==> config.mk <==
export PLATFORM = sky130hd
export DESIGN_NAME = dsp_host_ctrl
export DESIGN_NICKNAME = d
export VERILOG_FILES = /design/src/rtl/dsp_host_pkg.sv /design/src/rtl/host_regs.sv /design/src/rtl/run_seq.sv /design/src/rtl/mem_clear.sv /design/src/rtl/dsp_host_ctrl.sv
export SDC_FILE = /design/constraint.sdc
export NUM_CORES = 1
export LEC_CHECK = 0
export CAP_MARGIN = 15
export CORE_ASPECT_RATIO = 1.4
export CORE_MARGIN = 2
export CORE_UTILIZATION = 30
export CTS_BUF_LIST = sky130_fd_sc_hd__clkbuf_4 sky130_fd_sc_hd__clkbuf_8 sky130_fd_sc_hd__clkbuf_16
export CTS_CLUSTER_DIAMETER = 60
export DETAILED_ROUTE_END_ITERATION = 10
export PLACE_DENSITY = 0.6
export SYNTH_ARGS = -nofsm -noshare
export SYNTH_HDL_FRONTEND = slang
export SYNTH_SLANG_ARGS = --single-unit
==> constraint.sdc <==
create_clock -name clk_i -period 4.9 [get_ports clk_i]
set_input_delay 1.47 -clock clk_i [delete_from_list [all_inputs] [get_ports clk_i]]
set_output_delay 1.47 -clock clk_i [all_outputs]
set_load 0.01 [all_outputs]
==> src/rtl/dsp_host_pkg.sv <==
package dsp_host_pkg;
  typedef enum logic {ST_RUN = 1'b0, ST_HALT = 1'b1} run_state_e;

  localparam int          HOST_AW   = 5;
  localparam int          DADR_W    = 24;
  localparam int          DADR_NB   = DADR_W / 8;
  localparam logic [4:0]  OFS_DADR_H = 5'h0f;
  localparam logic [4:0]  OFS_CTRL   = 5'h12;
  localparam logic [4:0]  OFS_RSEL   = 5'h14;
  localparam logic [4:0]  OFS_PC     = 5'h16;

  localparam int CB_REFR = 0;
  localparam int CB_CLR  = 1;
  localparam int CB_NOK  = 2;
endpackage

==> src/rtl/host_regs.sv <==
module host_regs
  import dsp_host_pkg::*;
#(
  parameter int PC_W = 8
) (
  input  logic                 clk_i,
  input  logic                 rst_ni,
  input  logic [HOST_AW-1:0]   addr_i,
  input  logic [7:0]           wdata_i,
  input  logic                 wr_i,
  input  logic                 rd_i,
  output logic [7:0]           rdata_o,
  input  logic                 halted_i,
  input  logic                 busy_i,
  input  logic                 nok_i,
  input  logic [PC_W-1:0]      pc_i,
  output logic [DADR_W-1:0]    dadr_o,
  output logic                 ram_sel_o,
  output logic                 refresh_dis_o,
  output logic                 clr_start_o
);
  logic [7:0] dadr_b [DADR_NB];
  logic [7:0] ctrl_rd;
  logic [7:0] pc_rd;

  // byte k sits at offset OFS_DADR_H + (DADR_NB-1-k)
  for (genvar k = 0; k < DADR_NB; k++) begin : g_dadr
    localparam logic [HOST_AW-1:0] OFS = OFS_DADR_H + HOST_AW'(DADR_NB - 1 - k);
    always_ff @(posedge clk_i or negedge rst_ni) begin
      if (!rst_ni)                 dadr_b[k] <= '0;
      else if (wr_i && addr_i == OFS) dadr_b[k] <= wdata_i;
    end
    assign dadr_o[k*8 +: 8] = dadr_b[k];
  end

  always_ff @(posedge clk_i or negedge rst_ni) begin
    if (!rst_ni) begin
      ram_sel_o     <= 1'b0;
      refresh_dis_o <= 1'b0;
    end else if (wr_i) begin
      if (addr_i == OFS_RSEL) ram_sel_o     <= wdata_i[7];
      if (addr_i == OFS_CTRL) refresh_dis_o <= wdata_i[CB_REFR];
    end
  end

  // clear only honoured while parked and idle; otherwise the request is dropped
  assign clr_start_o = wr_i && (addr_i == OFS_CTRL) && wdata_i[CB_CLR] && halted_i && !busy_i;

  always_comb begin
    ctrl_rd          = '0;
    ctrl_rd[CB_REFR] = refresh_dis_o;
    ctrl_rd[CB_CLR]  = busy_i;
    ctrl_rd[CB_NOK]  = nok_i;
  end

  assign pc_rd = 8'(pc_i);

  always_comb begin
    rdata_o = '0;
    if (rd_i) begin
      for (int k = 0; k < DADR_NB; k++)
        if (addr_i == OFS_DADR_H + HOST_AW'(DADR_NB - 1 - k)) rdata_o = dadr_b[k];
      if (addr_i == OFS_CTRL) rdata_o = ctrl_rd;
      if (addr_i == OFS_PC)   rdata_o = pc_rd;
    end
  end
endmodule

==> src/rtl/run_seq.sv <==
module run_seq
  import dsp_host_pkg::*;
#(
  parameter int PC_W = 8,
  parameter int AW   = 10
) (
  input  logic            clk_i,
  input  logic            rst_ni,
  input  logic            halt_i,
  input  logic            pass_end_i,
  input  logic            hold_i,
  input  logic [AW-1:0]   mem_incr_i,
  output logic            halted_o,
  output logic            nok_o,
  output logic [PC_W-1:0] pc_o,
  output logic [AW-1:0]   dbase_o
);
  run_state_e state_q;

  always_ff @(posedge clk_i or negedge rst_ni) begin
    if (!rst_ni) begin
      state_q <= ST_RUN;
      nok_o   <= 1'b1;
      pc_o    <= '0;
      dbase_o <= '0;
    end else begin
      case (state_q)
        ST_RUN: begin
          if (pass_end_i) begin
            pc_o    <= '0;
            dbase_o <= dbase_o - mem_incr_i;
            if (halt_i) begin
              state_q <= ST_HALT;
              nok_o   <= 1'b0;
            end
          end else begin
            pc_o <= pc_o + 1'b1;
          end
        end
        ST_HALT: begin
          if (!halt_i && !hold_i) begin
            state_q <= ST_RUN;
            nok_o   <= 1'b1;
            pc_o    <= '0;
          end
        end
        default: state_q <= ST_RUN;
      endcase
    end
  end

  assign halted_o = (state_q == ST_HALT);
endmodule

==> src/rtl/mem_clear.sv <==
module mem_clear #(
  parameter int DEPTH = 1024,
  parameter int AW    = 10,
  parameter int DW    = 24
) (
  input  logic          clk_i,
  input  logic          rst_ni,
  input  logic          start_i,
  output logic          busy_o,
  output logic          we_o,
  output logic [AW-1:0] addr_o,
  output logic [DW-1:0] wdata_o
);
  localparam logic [AW-1:0] LAST = AW'(DEPTH - 1);

  logic [AW-1:0] cnt_q;

  always_ff @(posedge clk_i or negedge rst_ni) begin
    if (!rst_ni) begin
      busy_o <= 1'b0;
      cnt_q  <= '0;
    end else if (busy_o) begin
      if (cnt_q == LAST) busy_o <= 1'b0;
      cnt_q <= cnt_q + 1'b1;
    end else if (start_i) begin
      busy_o <= 1'b1;
      cnt_q  <= '0;
    end
  end

  assign we_o    = busy_o;
  assign addr_o  = cnt_q;
  assign wdata_o = '0;
endmodule

==> src/rtl/dsp_host_ctrl.sv <==
module dsp_host_ctrl
  import dsp_host_pkg::*;
#(
  parameter int MEM_DEPTH = 1024,
  parameter int DW        = 24,
  parameter int PC_W      = 8,
  localparam int AW       = $clog2(MEM_DEPTH)
) (
  input  logic              clk_i,
  input  logic              rst_ni,
  input  logic [4:0]        host_addr_i,
  input  logic [7:0]        host_wdata_i,
  input  logic              host_wr_i,
  input  logic              host_rd_i,
  output logic [7:0]        host_rdata_o,
  input  logic              halt_i,
  input  logic              pass_end_i,
  input  logic [AW-1:0]     mem_incr_i,
  output logic              halted_o,
  output logic              host_nok_o,
  output logic [PC_W-1:0]   pc_o,
  output logic [AW-1:0]     dbase_o,
  output logic [23:0]       dadr_o,
  output logic              ram_sel_o,
  output logic              refresh_dis_o,
  output logic              busy_o,
  output logic              mem_we_o,
  output logic [AW-1:0]     mem_addr_o,
  output logic [DW-1:0]     mem_wdata_o
);
  logic clr_start;

  host_regs #(.PC_W(PC_W)) i_regs (
    .clk_i, .rst_ni,
    .addr_i        (host_addr_i),
    .wdata_i       (host_wdata_i),
    .wr_i          (host_wr_i),
    .rd_i          (host_rd_i),
    .rdata_o       (host_rdata_o),
    .halted_i      (halted_o),
    .busy_i        (busy_o),
    .nok_i         (host_nok_o),
    .pc_i          (pc_o),
    .dadr_o        (dadr_o),
    .ram_sel_o     (ram_sel_o),
    .refresh_dis_o (refresh_dis_o),
    .clr_start_o   (clr_start)
  );

  run_seq #(.PC_W(PC_W), .AW(AW)) i_seq (
    .clk_i, .rst_ni,
    .halt_i     (halt_i),
    .pass_end_i (pass_end_i),
    .hold_i     (busy_o | clr_start),
    .mem_incr_i (mem_incr_i),
    .halted_o   (halted_o),
    .nok_o      (host_nok_o),
    .pc_o       (pc_o),
    .dbase_o    (dbase_o)
  );

  mem_clear #(.DEPTH(MEM_DEPTH), .AW(AW), .DW(DW)) i_clr (
    .clk_i, .rst_ni,
    .start_i (clr_start),
    .busy_o  (busy_o),
    .we_o    (mem_we_o),
    .addr_o  (mem_addr_o),
    .wdata_o (mem_wdata_o)
  );
endmodule

* Word level (Yosys, flattened, before mapping)
Index checks and enable logic that the tools add are counted.
Cells by class: add/subtract/negate cells 3, equality and inequality tests 10, muxes and demuxes 22, bitwise operators 2, reductions and logical operators 16
Operators by type and width (count):
- $mux W8 | 8
- $eq A5 B5 Y1 const B | 5
- $mux W10 | 2
- $pmux W8 S2 | 1
- $add A10 B1 Y10 const B | 1
- $eq A10 B10 Y1 const B | 1
- $sub A10 B10 Y10 | 1
- $mux W1 | 9
- $add A8 B1 Y8 const B | 1
- $logic_and A1 B1 Y1 | 8
- $ne A2 B2 Y1 const B | 3
- $reduce_and A2 Y1 | 3
- $eq A5 B4 Y1 const B | 1
- $pmux W1 S2 | 2
- $logic_not A1 Y1 | 3
- $reduce_and A3 Y1 | 1
- $reduce_bool A2 Y1 | 1
- $not A1 Y1 | 1
- $or A1 B1 Y1 | 1
Word-level totals: register bits 57, input port bits 29, output and inout port bits 90, logic and storage cells 64

* Logic depth before layout (Yosys ltp)
Gate-level depths: netlist of the first run.
depth after elaboration 10, gate-level depth with buffers 9, mapped depth without buffers 9

* Cells and area by module
From an unflattened synthesis of the first run, not the netlist that was laid out.
Second synthesis, totals: cells, all modules 339, area, all modules 3468.3 µm²
Modules (own cells, without submodules):
- host_regs | seq. area each 650.6 µm², instances 1, area an instance 1370.1 µm², cells each 103
- run_seq | seq. area each 501.7 µm², instances 1, area an instance 1342.5 µm², cells each 156
- mem_clear | seq. area each 275.3 µm², instances 1, area an instance 749.5 µm², cells each 79
- dsp_host_ctrl | seq. area each 0.0 µm², instances 1, area an instance 6.3 µm², cells each 1

* Least setup slack after synthesis of the first run
Ideal clock, no wire load.
kind input -> output, from in host_addr_i[1], to out host_rdata_o[0], slack 740 ps, data arrival time 2690 ps, required time 3430 ps, buffers on the path 2, stages on the path 6, cells stage by stage buf_6 or4b_1 buf_2 o22ai_1 o21ai_1 a21boi_1
Between the ends: longest elaborated chain between the ends 7, elaborated cells on any way between the ends 11, classes of those cells 5 x eq/ne; 6 x mux
RTL lines:
- from (decl) | line dsp_host_ctrl.sv:11 | input logic [4:0] host_addr_i,
- $eq A5 B5 Y1 | line host_regs.sv:62 | if (addr_i == OFS_DADR_H + HOST_AW'(DADR_NB - 1 - k)) rdata_o = dadr_b[k];
- $mux W8 (3 in series) | line host_regs.sv:62
- $mux W8 | line host_regs.sv:63 | if (addr_i == OFS_CTRL) rdata_o = ctrl_rd;
- $mux W8 (*) | line host_regs.sv:64 | if (addr_i == OFS_PC) rdata_o = pc_rd;
- $mux W8 (*) | line host_regs.sv:60 | if (rd_i) begin
- to (decl) | line dsp_host_ctrl.sv:15 | output logic [7:0] host_rdata_o,
Every way passes the cells marked *; elsewhere a longest branch is shown, timed or not.

* Final worst setup path of the first run
from in host_addr_i[1], to out host_rdata_o[1]
Same word-level chain as after synthesis.

==> metrics list, run 1 <==
- DP HPWL: 6.85 mm
* Status: finished, final reports clean
* Clock skew after layout: 0.00829 ns
* Post-synthesis to final-layout area growth: 40.0%
- Leak pwr: 0.00212 uW
- Counting instances, the worst hold path has a depth of 1.
- Adder and majority cell fraction of the synthesized area: 4.64%
- Summing all multi-input logic gate instances after layout gives 1770 um^2.
* Worst-case register-to-register setup slack: 2.72 ns
* Cts bufs inserted: 9
- Capturing element type of the critical path: output port
- In the global route stage, met1 resource usage came out at 17.3%.
* Number of routed nets with antenna violations: 0
- Share of the yosys chip area belonging to registers: 42.0%
* Multiplexer area fraction after synthesis: 12.5%
* Vertical die dimension: 130 um
- Part of the power in the clock network: 30.6%
- Summed over its instances, the top area cell type makes up 41.2% of the synthesized netlist area.
- First-pass GRT wire length: 14.2 mm
* P per Cell Area: 435 nW/um^2
* Total GRT Usage: 14.8%
* Floorplan die area: 12200 um^2
- Global routing used 3.29% of the available met3 tracks.
- The final route contains 2970 vias.
* HP Start: i_regs.ram_sel_o
- Number of flops mapped to enable cells by yosys: 0
* GRT overflow: 0
* Power dissipated by switching net loads: 675 uW
- Summing every instance area after synthesis gives 3400 um^2.
- Antenna diode count: 0
* Met2 usage: 26.6%
- Number of setup violations in the final report: 0
- Fraction of registers with async set/reset: 100%
- CTS Root Buffer Type: sky130_fd_sc_hd__clkbuf_16
* Leading area contributor after synthesis: sky130_fd_sc_hd__dfrtp_1
- Synthesis inferred 57 register bits.
- The congestion estimate from routability-driven global placement came to 0.892.
- In this run the core area contains 46 standard-cell rows.
- Clock tree from TritonCTS: yes
- After clock tree synthesis, the clock-pin slew on the worst setup and hold paths is 0.05 ns.
* Busiest layer in global routing: met2
- Initial Util: 30.5%
* Worst VDD drop: 0.000195 V
- The H-tree generated during clock tree synthesis spans 3 levels.
- Final number of max-transition violations: 0
- Pin count of the biggest net entering global routing: 35
* Internal power: 1400 uW
- Detailed-route wire length: 9.04 mm
- Number of remaining DRC errors: 0
- Timing would allow up to 211 MHz.
* DRT iter0 DRCs: 100
* Leading cell types by total area after synthesis: sky130_fd_sc_hd__dfrtp_1 41%, sky130_fd_sc_hd__mux2_2 8.9%, sky130_fd_sc_hd__buf_4 5.5%
- The critical path is of the primary input to output port type.
* Setup crit start kind: primary input
- Final Cycle Share: 96.7%
- Dividing the synthesized area by the synthesized cell count gives 9.66 um^2.
- Dominant combinational cell family by area after synthesis: simple AND/OR/NAND/NOR gates
- Number of vias per cell after detailed routing: 4.88
* Worst-path maximum fanout: 4
* Combinational share of power: 36.2%
* End of the worst register-to-register path: i_seq.dbase_o[6]
- Wire length per cell: 14.9 um
- Worst rel slew slack: 54.0%
- In this run the worst hold path is classified as flop to flop.
* Antenna violations before repair: 0
- Number of global-route vias before repair: 2836
- For this run, the number of Yosys warnings is 0.
- For hold timing, the worst endpoint is i_regs.ram_sel_o.
- For the worst setup path, the data arrival time is 3.27 ns.
- Summing the areas of all xor and xnor instances in the mapped netlist gives 0.773% of the synthesized area.
* Post-route standard cell area excluding fillers: 4760 um^2
* Count of distinct cell types in the synthesized netlist: 51
- In this run the tool buffered the top-level ports with 94 buffer cells.
- The worst path in the final design needs a cycle of 4.74 ns, including I/O delays and setup.
- Post-DP Area: 4470 um^2
* Die W: 94.0 um
- Clk buf depth: 2
* Worst R2R Path Depth: 9
- The layout has 1091 filler cells.
- Sequential cells account for 33.2% of the total power.
- Total iterations of the first detailed-routing run: 4
- Area of the core region: 11200 um^2
- Layout cell share with drive strength beyond 1: 14.4%
* I/O pins: 119
* Skew-Pair Late Insertion Delay: 0.32 ns
- STA puts the critical path data required time at 3.43 ns.
* Unrepaired setup endpoints after global routing: no
- Final Hold Slack: 0.510 ns
- Synth Area in Compound Gates: 13.7%
- Sequential cell area: 1430 um^2
- In this run the critical register-to-register path is launched from i_seq.dbase_o[0].
- Counting every sink on the clock net gives 57.
* Final hold violation count: 0
- Synthesis produced a netlist whose cell count is 352.
- Worst Tran Pin Value: 0.690 ns
* Proportion of total power due to net switching: 32.6%
* Fraction of the mapped netlist area in simple logic gates: 17.5%
- Fin nets: 500
- Max-cap violations in this run came to 0.
- Cells fill 42.6% of the core in the end.
- The most used flip-flop cell after synthesis is sky130_fd_sc_hd__dfrtp_1.
[power groups by stage]
stage	Clock (uW)	Sequential (uW)	Combinational (uW)
floorplan	0	724	382
global placement	0	696	739
detailed placement	0	698	753
CTS	652	690	756
global route	674	709	824
finish	633	689	750
[metal layers]
metal  vias up  routed length, um
met5         -                  0
met4         0                 85
met3        10                484
met2        99               4750
met1      1436               3720
li1       1425                  -
[state kept, by name, summed over array words and instances, names as in the netlist]
name and count:
i_seq.halted_o 1, i_seq.dbase_o 10, i_regs.dadr_o 24, i_clr.busy_o 1, i_regs.ram_sel_o 1, i_seq.pc_o 8, i_seq.nok_o 1, i_regs.refresh_dis_o 1
i_clr.addr_o 10
[layout by cell type, fill, tap and decap left out, drive strengths merged, types with 11 or more instances in the layout]
master          n
clkdlybuf4s50  85
dfrtp          56
nand2          35
o21ai          31
mux2           27
conb           24
nor2           21
inv            17
buf            14
mux2i          12
nor2b          11
ha             11
clkbuf         11
[cells in the mapped netlist (9+ instances only)]
master                    instances
sky130_fd_sc_hd__mux2_2          27
sky130_fd_sc_hd__inv_1           17
sky130_fd_sc_hd__nor2_1          21
sky130_fd_sc_hd__nand3_1         10
sky130_fd_sc_hd__ha_1            11
sky130_fd_sc_hd__nand2_1         34
sky130_fd_sc_hd__a21oi_1          9
sky130_fd_sc_hd__o21ai_0         27
sky130_fd_sc_hd__buf_4           25
sky130_fd_sc_hd__dfrtp_1         56
sky130_fd_sc_hd__nor2b_1         11
sky130_fd_sc_hd__mux2i_1         12
[through the flow]
stage / setup WS, ns / cells / total power, uW / setup TNS (ns)
6_report: 0.163 / 608 / 2070 / 0
5_1_grt: 0.0199 / 608 / 2210 / 0
4_1_cts: 0.160 / 608 / 2100 / 0
3_5_place_dp: -0.134 / 592 / 1450 / -0.925
3_3_place_gp: -0.152 / 592 / 1440 / -1.03
2_1_floorplan: 0.740 / 375 / 1110 / 0
[critical path, cell delays in order]
cell and delay, ns:
sky130_fd_sc_hd__clkdlybuf4s50_1 0.46, sky130_fd_sc_hd__or4b_4 0.58, sky130_fd_sc_hd__o22ai_1 0.17, sky130_fd_sc_hd__o21ai_1 0.10, sky130_fd_sc_hd__a21boi_1 0.20, sky130_fd_sc_hd__dlygate4sd2_1 0.29
[final cells by class]
type                       instances  area share [%]
multi-input combinational        267            37.1
sequential                        57            30.0
timing repair buffer             107            21.5
clock buffer                      11            5.18
tap                              144            3.78
inverter                          17            1.34
clock inverter                     5            1.16
[how the worst max path moves through the flow]
stage                   startpoint         endpoint  depth (start not counted)
floorplan           host_addr_i[1]  host_rdata_o[0]                          6
global placement    host_addr_i[1]  host_rdata_o[4]                          7
detailed placement  host_addr_i[1]  host_rdata_o[7]                          7
CTS                 host_addr_i[1]  host_rdata_o[4]                          7
global route        host_addr_i[4]  host_rdata_o[1]                          9
finish              host_addr_i[1]  host_rdata_o[1]                          6
[what timing repair did]
item	4_1_cts	5_1_grt
endpoints found under the setup margin	8	0
hold buffers	0	0
setup buffers	0	0
gates resized for setup	9	0
[cell families after synthesis]
family                     Yosys count
AOI/OAI and AO/OA                   75
buffers and inverters               51
muxes                               39
other                                1
DFF                                 57
adders and majority gates           12
and+or+nand+nor                    114
xor gates and xnor gates             3
Power figures use the tool's default switching activity.
==> run 2: changes to the inputs <==
--- a/config.mk
+++ b/config.mk
@@ -8,11 +8,12 @@
 export CAP_MARGIN = 15
 export CORE_ASPECT_RATIO = 1.4
 export CORE_MARGIN = 2
-export CORE_UTILIZATION = 30
+export CORE_UTILIZATION = 45
 export CTS_BUF_LIST = sky130_fd_sc_hd__clkbuf_4 sky130_fd_sc_hd__clkbuf_8 sky130_fd_sc_hd__clkbuf_16
 export CTS_CLUSTER_DIAMETER = 60
 export DETAILED_ROUTE_END_ITERATION = 10
-export PLACE_DENSITY = 0.6
+export MAX_ROUTING_LAYER = met4
+export PLACE_DENSITY = 0.83
 export SYNTH_ARGS = -nofsm -noshare
 export SYNTH_HDL_FRONTEND = slang
 export SYNTH_SLANG_ARGS = --single-unit
==> run 2 against run 1 <==
Effect of this change:
- final area shrank 3.4%
- sequential cell count is the same
- critical path depth stayed put
- clock skew is essentially flat
==> metrics list, run 2 (synthesized netlist as in run 1, its figures left out) <==
- The total clock buffers created by CTS came to 9 (unchanged).
* Fin nets: 500 (unchanged)
* Total number of clock tree sinks: 57 (unchanged)
* Worst-case register-to-register setup slack: 2.79 ns (+0.07 ns)
- The final global-route overflow total came to 0 (unchanged).
- In this run the critical register-to-register path is captured at i_seq.dbase_o[6].
- Clk buf depth: 2 (unchanged)
* Skew-Pair Late Insertion Delay: 0.33 ns (about the same)
- The DRC marker count from the first detailed-route iteration came to 135 (+35%).
* Number of routed nets with antenna violations: 0 (unchanged)
- Slowest cell on crit path: sky130_fd_sc_hd__clkdlybuf4s50_1
- Initial Util: 46.2% (+16 points)
- Number of vias per cell after detailed routing: 5.33 (+9.2%)
- The post-route clock skew was 0.00836 ns (+0.0000661 ns).
* GP Congestion: 0.957 (+7.3%)
- The number of cell instances on the worst register-to-register path was 9 (unchanged).
* First-pass GRT wire length: 14.2 mm (+0.15%)
* Worst endpoint data arrival time: 3.32 ns (+0.05 ns)
* Worst Tran Pin Value: 0.836 ns (+0.146 ns)
- Crit path cell chain: clkdlybuf4s50_1 -> or4b_4 -> o22ai_1 -> o21ai_1 -> a21boi_1 -> dlygate4sd2_1
- The peak fanout along the critical path was 4 (unchanged).
- The relative slew slack came to 44.3% (-9.7 points).
- The library cell used most frequently in the layout, excluding fill and tap cells, is sky130_fd_sc_hd__clkdlybuf4s50_1.
- The vias after detailed routing came to 2986 (+0.54%).
* CTS clk-pin slew, worst paths: 0.07 ns (+0.02 ns)
- The die span in x came to 77.5 um (-18%).
- The endpoint required time on the critical path was 3.43 ns (about the same).
- The number of cell rows came to 37 (-20%).
- Hold/Removal Path Class: flop to flop
* # Max-Cap Violations: 0 (unchanged)
* Antenna diode count: 0 (unchanged)
- The flow ran to the end, and the final reports show no timing, DRC or antenna violations.
* Type of the worst setup path: primary input to output port
* Detailed-route wire length: 8.44 mm (-6.7%)
* Post-synthesis to final-layout area growth: 35.3%
- DP HPWL: 6.38 mm (-7.0%)
- The height of the die was 107 um (-18%).
- The total routing usage reported by global routing is 22.1% (+7.3 points).
- Worst-case hold path end point: i_clr.addr_o[5]
- The final critical path time including I/O delays and setup came to 4.79 ns (+0.0559 ns).
- Area of the core region: 7360 um^2 (-34%)
- Unrepaired setup endpoints after global routing: no
- Worst VDD drop: 0.000214 V (+10%)
- Final hold violation count: 0 (unchanged)
* Floorplan die area: 8280 um^2 (-32%)
- The maximum number of pins on one net before global-route repair came to 37 (+5.7%).
* Antenna violations before repair: 0 (unchanged)
- CTS H-tree lvls: 3 (unchanged)
- The final cell count without fillers was 560 (-7.9%).
* Most frequent cells in the layout: 85 x sky130_fd_sc_hd__clkdlybuf4s50_1, 56 x sky130_fd_sc_hd__dfrtp_1, 34 x sky130_fd_sc_hd__nand2_1
* Wire length per cell: 15.1 um (+1.4%)
* Launch point of the worst reg-to-reg path: i_seq.dbase_o[0]
- The number of buffer cells added on primary ports is 94 (unchanged).
- Highest Clock Rate: 209 MHz (-1.2%)
- The largest stage delay on the critical path is 0.55 ns (-0.03 ns).
* Capturing element type of the critical path: output port
- Setup crit start kind: primary input
* Number of remaining DRC errors: 0 (unchanged)
- Number of instances on the worst hold path: 1 (unchanged)
- Clock tree from TritonCTS: yes
- CTS Root Buffer Type: sky130_fd_sc_hd__clkbuf_8
- Buffers and inverters on the worst path: 2 (unchanged)
- The number of cells in the design after placement was 545 (-7.9%).
- Leak pwr: 0.00208 uW (-1.8%)
- Number of global-route vias before repair: 3017 (+6.4%)
- The cell family contributing the most delay on the critical path is buffers and inverters.
- The total negative setup slack came to 0 ns (unchanged).
- Post-CTS setup buffers: 0 (unchanged)
- Number of setup violations in the final report: 0 (unchanged)
- Flip-flop count of the largest register, all copies and words added: 24 (unchanged)
- I/O pins: 119 (unchanged)
* Total iterations of the first detailed-routing run: 4 (unchanged)
- The share of cells above drive strength 1 is 14.3% (-0.18 points).
- In this run the most critical hold path is launched from i_clr.addr_o[5].
- Final number of max-transition violations: 0 (unchanged)
* Final Cycle Share: 97.8% (+1.1 points)
* P per Cell Area: 409 nW/um^2 (-6.0%)
-- run 2: how the worst max path moves through the flow --
stage,start,to,slack (ns),cells after the start
2_1_floorplan,host_addr_i[1],host_rdata_o[0],0.74,6
3_3_place_gp,host_addr_i[1],host_rdata_o[7],-0.13,7
3_5_place_dp,host_addr_i[1],host_rdata_o[1],-0.20,6
4_1_cts,host_addr_i[1],host_rdata_o[1],0.13,6
5_1_grt,host_addr_i[3],host_rdata_o[1],0.05,8
6_report,host_addr_i[4],host_rdata_o[1],0.11,6
-- run 2: through the flow --
step	utilization, %	hold slack [ns]	cell area, um^2	worst slack, ns	total power, uW
after floorplan	-	0.531	3490	0.740	1110
after global placement	59.9	0.493	4410	-0.133	1420
after detailed placement	59.9	0.502	4410	-0.199	1450
after CTS	62.5	0.518	4600	0.125	1900
after global routing	62.5	0.545	4600	0.0521	2010
final	62.5	0.508	4600	0.107	1880
-- run 2: layout make-up --
cell class / instances / area (um^2)
multi-input combinational: 267 / 1770
sequential: 57 / 1430
fill: 617 / 2760
inverter: 17 / 63.8
clock buffer: 12 / 159
tap: 97 / 121
clock inverter: 3 / 40.0
timing repair buffer: 107 / 1020
-- run 2: layer usage --
layer	part of all wire, %	global-route usage (%)
met5	0	-
met4	1.7	9.44
met3	3.8	2.53
met2	55	41.3
met1	39	23.3
-- run 2: where the power goes --
group          switching [uW]  internal (uW)  leakage, uW  total (uW)
combinational             342            406      0.00126         748
clock                     184            264     0.000106         447
sequential                106            580     0.000722         686
total                     631           1250      0.00208        1880
-- run 2: worst reg2reg max path, delay by kind of cell (launching register included) --
kind | cells | cell delay, ns
adder cells (fa/ha/maj) | 2 | 0.55
flip-flops | 1 | 0.39
AND/OR/NAND/NOR | 1 | 0.22
buffers and inverters | 2 | 0.11
AO/OA/AOI/OAI | 4 | 0.69
-- run 2: repair_timing --
action / CTS / global route
hold buffers: 0 / 0
setup endpoints to repair: 8 / 0
hold endpoints to repair: 0 / 0
gates resized for setup: 9 / 0
==> run 3: changes to the inputs <==
--- a/config.mk
+++ b/config.mk
@@ -17,3 +17,4 @@
 export SYNTH_ARGS = -nofsm -noshare
 export SYNTH_HDL_FRONTEND = slang
 export SYNTH_SLANG_ARGS = --single-unit
+export TNS_END_PERCENT = 100
==> constraint.sdc (replaced) <==
create_clock -name clk_i -period 5.2 [get_ports clk_i]
set_input_delay 1.56 -clock clk_i [delete_from_list [all_inputs] [get_ports clk_i]]
set_output_delay 1.56 -clock clk_i [all_outputs]
set_load 0.01 [all_outputs]
==> run 3 against run 2 <==
Effect of this change:
- combinational power fell by 5.6%
- total power is 5.8% lower
- global-route usage is 0.40 points lower
==> metrics list, run 3 (synthesized netlist as in run 1, its figures left out) <==
- The flow ran to the end, and the final reports show no timing, DRC or antenna violations.
- DRT iter0 DRCs: 112 (-17%)
* Worst-path maximum fanout: 5 (+1)
* Worst Tran Pin Value: 0.674 ns (-0.162 ns)
- Final Hold Slack: 0.512 ns (+0.00352 ns)
* Clk buf depth: 2 (unchanged)
- CTS H-tree lvls: 3 (unchanged)
- Min Clock Period, post-route: 4.96 ns
- The overall routed net length was 8.39 mm (-0.56%).
- The library cells used most frequently in the layout, excluding fill and tap cells, are 85 x sky130_fd_sc_hd__clkdlybuf4s50_1, 56 x sky130_fd_sc_hd__dfrtp_1, 34 x sky130_fd_sc_hd__nand2_1.
- The count of maximum capacitance violations is 0 (unchanged).
* Worst VDD drop: 0.000237 V (+11%)
- The net switching power came to 594 uW (-5.9%).
- Cts hold-fix bufs: 0 (unchanged)
* Antenna diode count: 0 (unchanged)
- GP Congestion: 0.896 (-6.3%)
- The number of cells traversed by the worst hold path was 1 (unchanged).
* Launch point of the worst reg-to-reg path: i_seq.dbase_o[0]
* Total number of clock tree sinks: 57 (unchanged)
* First-pass GRT wire length: 13.8 mm (-2.7%)
* Antenna violations before repair: 0 (unchanged)
- HP Start: i_clr.addr_o[6]
- The maximum number of pins on one net before global-route repair came to 42 (+14%).
- Total area of multi-input combinational cells: 1770 um^2 (+0.50%)
- Vertical die dimension: 107 um (unchanged)
- The placement-stage cell area came to 4390 um^2 (-0.51%).
- The number of hold violations in the final report came to 0 (unchanged).
* Part of the power in the clock network: 23.6% (-0.2 points)
- Unrepaired setup endpoints after global routing: no
* Fill count: 628 (+1.8%)
- Sequential share of power: 36.5% (about the same)
- Cts bufs inserted: 9 (unchanged)
- Number of vias per cell after detailed routing: 5.32 (-0.17%)
- The number of top-level pins was 119 (unchanged).
- The setup slack of the worst register-to-register path came to 3.07 ns (+0.28 ns).
- Number of setup violations in the final report: 0 (unchanged)
* Floorplan die area: 8280 um^2 (unchanged)
- Dividing the final minimum period by the clock period gives 95.4%.
- The final design area excluding fillers came to 4610 um^2 (+0.19%).
- The relative slew slack is 55.0% (+11 points).
- The storage element area came to 1430 um^2 (unchanged).
* Total iterations of the first detailed-routing run: 5 (+1)
- The number of flip-flops in the largest register came to 24 (unchanged).
- The final HPWL from detailed placement was 6.33 mm (-0.78%).
- Final number of max-transition violations: 0 (unchanged)
* CTS Root Buffer Type: sky130_fd_sc_hd__clkbuf_8
* Type of the worst setup path: primary input to output port
* Leak pwr: 0.00215 uW (+3.4%)
* Number of global-route vias before repair: 2975 (-1.4%)
- The insertion delay of the later-clocked pin in the worst-skew pair came to 0.33 ns (about the same).
- The worst setup path is captured at an output port.
* Worst R2R Path Depth: 9 (unchanged)
* Worst endpoint data arrival time: 3.40 ns (+0.08 ns)
- The number of nets still failing antenna checks after routing is 0 (unchanged).
* Clock skew after layout: 0.00733 ns (-0.00103 ns)
* Placement row count: 37 (unchanged)
- Total GRT Usage: 21.7% (-0.40 points)
- The endpoint required time on the critical path was 3.64 ns (+0.21 ns).
* Wire length per cell: 15.1 um (about the same)
- The share of cells above drive strength 1 came to 13.7% (-0.56 points).
- Proportion of total power due to net switching: 33.5% (about the same)
- The ratio of total power to cell area was 384 nW/um^2 (-6.0%).
* Die W: 77.5 um (unchanged)
- The area growth from synthesis to layout is 35.5%.
* CTS clk-pin slew, worst paths: 0.07 ns (about the same)
- Setup crit start kind: primary input
- The vias after detailed routing is 2965 (-0.70%).
* Worst-case hold path end point: i_clr.addr_o[6]
- The tightest min-delay check is of the flop to flop type.
- The worst register-to-register path ends at i_seq.dbase_o[6].
- The count of unresolved DRC violations after routing came to 0 (unchanged).
- Internal power: 1180 uW (-5.8%)
- Leading cell type in the layout, fill and taps excluded: sky130_fd_sc_hd__clkdlybuf4s50_1
* Fin nets: 497 (-0.60%)
- The starting density of the core came to 46.2% (unchanged).
* Combinational share of power: 39.8% (about the same)
- Count of input and output buffers: 94 (unchanged)
- Derived from the worst setup path, the maximum achievable clock frequency is 202 MHz.
* Start point of the critical path: host_addr_i[4]
* GRT overflow: 0 (unchanged)
- Area of the core region: 7360 um^2 (unchanged)
- TritonCTS built the clock tree.
## run 3: cell type report
class | count | share of cell area, %
flip-flops and latches | 57 | 31.0
repair buffers | 104 | 22.2
multi-input cells | 267 | 38.5
clock buffers | 12 | 3.45
well taps | 97 | 2.63
inverters | 17 | 1.38
clock inverters | 3 | 0.869
## run 3: repair_timing
action / CTS / global route
endpoints found under the setup margin: 6 / 6
pin swaps: 0 / 0
gates cloned: 0 / 0
buffers inserted: 0 / 0
resized for setup: 4 / 6
## run 3: how the worst max path moves through the flow
stage / to / slack (ns) / cells after the start
after global placement: host_rdata_o[7] / -0.01 / 7
after floorplan: host_rdata_o[0] / 0.86 / 6
after CTS: host_rdata_o[0] / 0.006 / 8
after global routing: host_rdata_o[5] / 0.17 / 8
final: host_rdata_o[5] / 0.24 / 7
after detailed placement: host_rdata_o[5] / -0.06 / 7
## run 3: power by group through the flow
stage / combinational [uW] / clock [uW] / sequential, uW
after floorplan: 360 / 0 / 682
after global placement: 687 / 0 / 649
after detailed placement: 707 / 0 / 654
after CTS: 711 / 433 / 647
after global routing: 778 / 455 / 662
final: 706 / 419 / 647
## run 3: metal layers
layer | GRT usage, % | vias up | wire length (um)
li1 | - | 1412 | -
met2 | 39.4 | 111 | 4550
met5 | - | - | 0
met3 | 3.45 | 19 | 469
met1 | 22.8 | 1423 | 3160
met4 | 10.5 | 0 | 216
## run 3: per-stage QoR
stage               TNS [ns]  util, %  std cells  power, uW  setup WS [ns]
finish                     0     62.6        557       1770          0.237
global route               0     62.6        557       1900          0.168
CTS                        0     62.4        557       1790        0.00627
detailed placement   -0.0969     59.6        542       1360        -0.0600
global placement     -0.0197     59.6        542       1340        -0.0120
floorplan                  0        -        375       1040          0.860
## run 3: worst max-delay path, cell delays in order
cell	delay [ns]
sky130_fd_sc_hd__clkdlybuf4s50_1	0.55
sky130_fd_sc_hd__or4b_4	0.51
sky130_fd_sc_hd__buf_4	0.18
sky130_fd_sc_hd__nor2_1	0.10
sky130_fd_sc_hd__a221oi_1	0.06
sky130_fd_sc_hd__nor2b_1	0.16
sky130_fd_sc_hd__dlygate4sd2_1	0.29
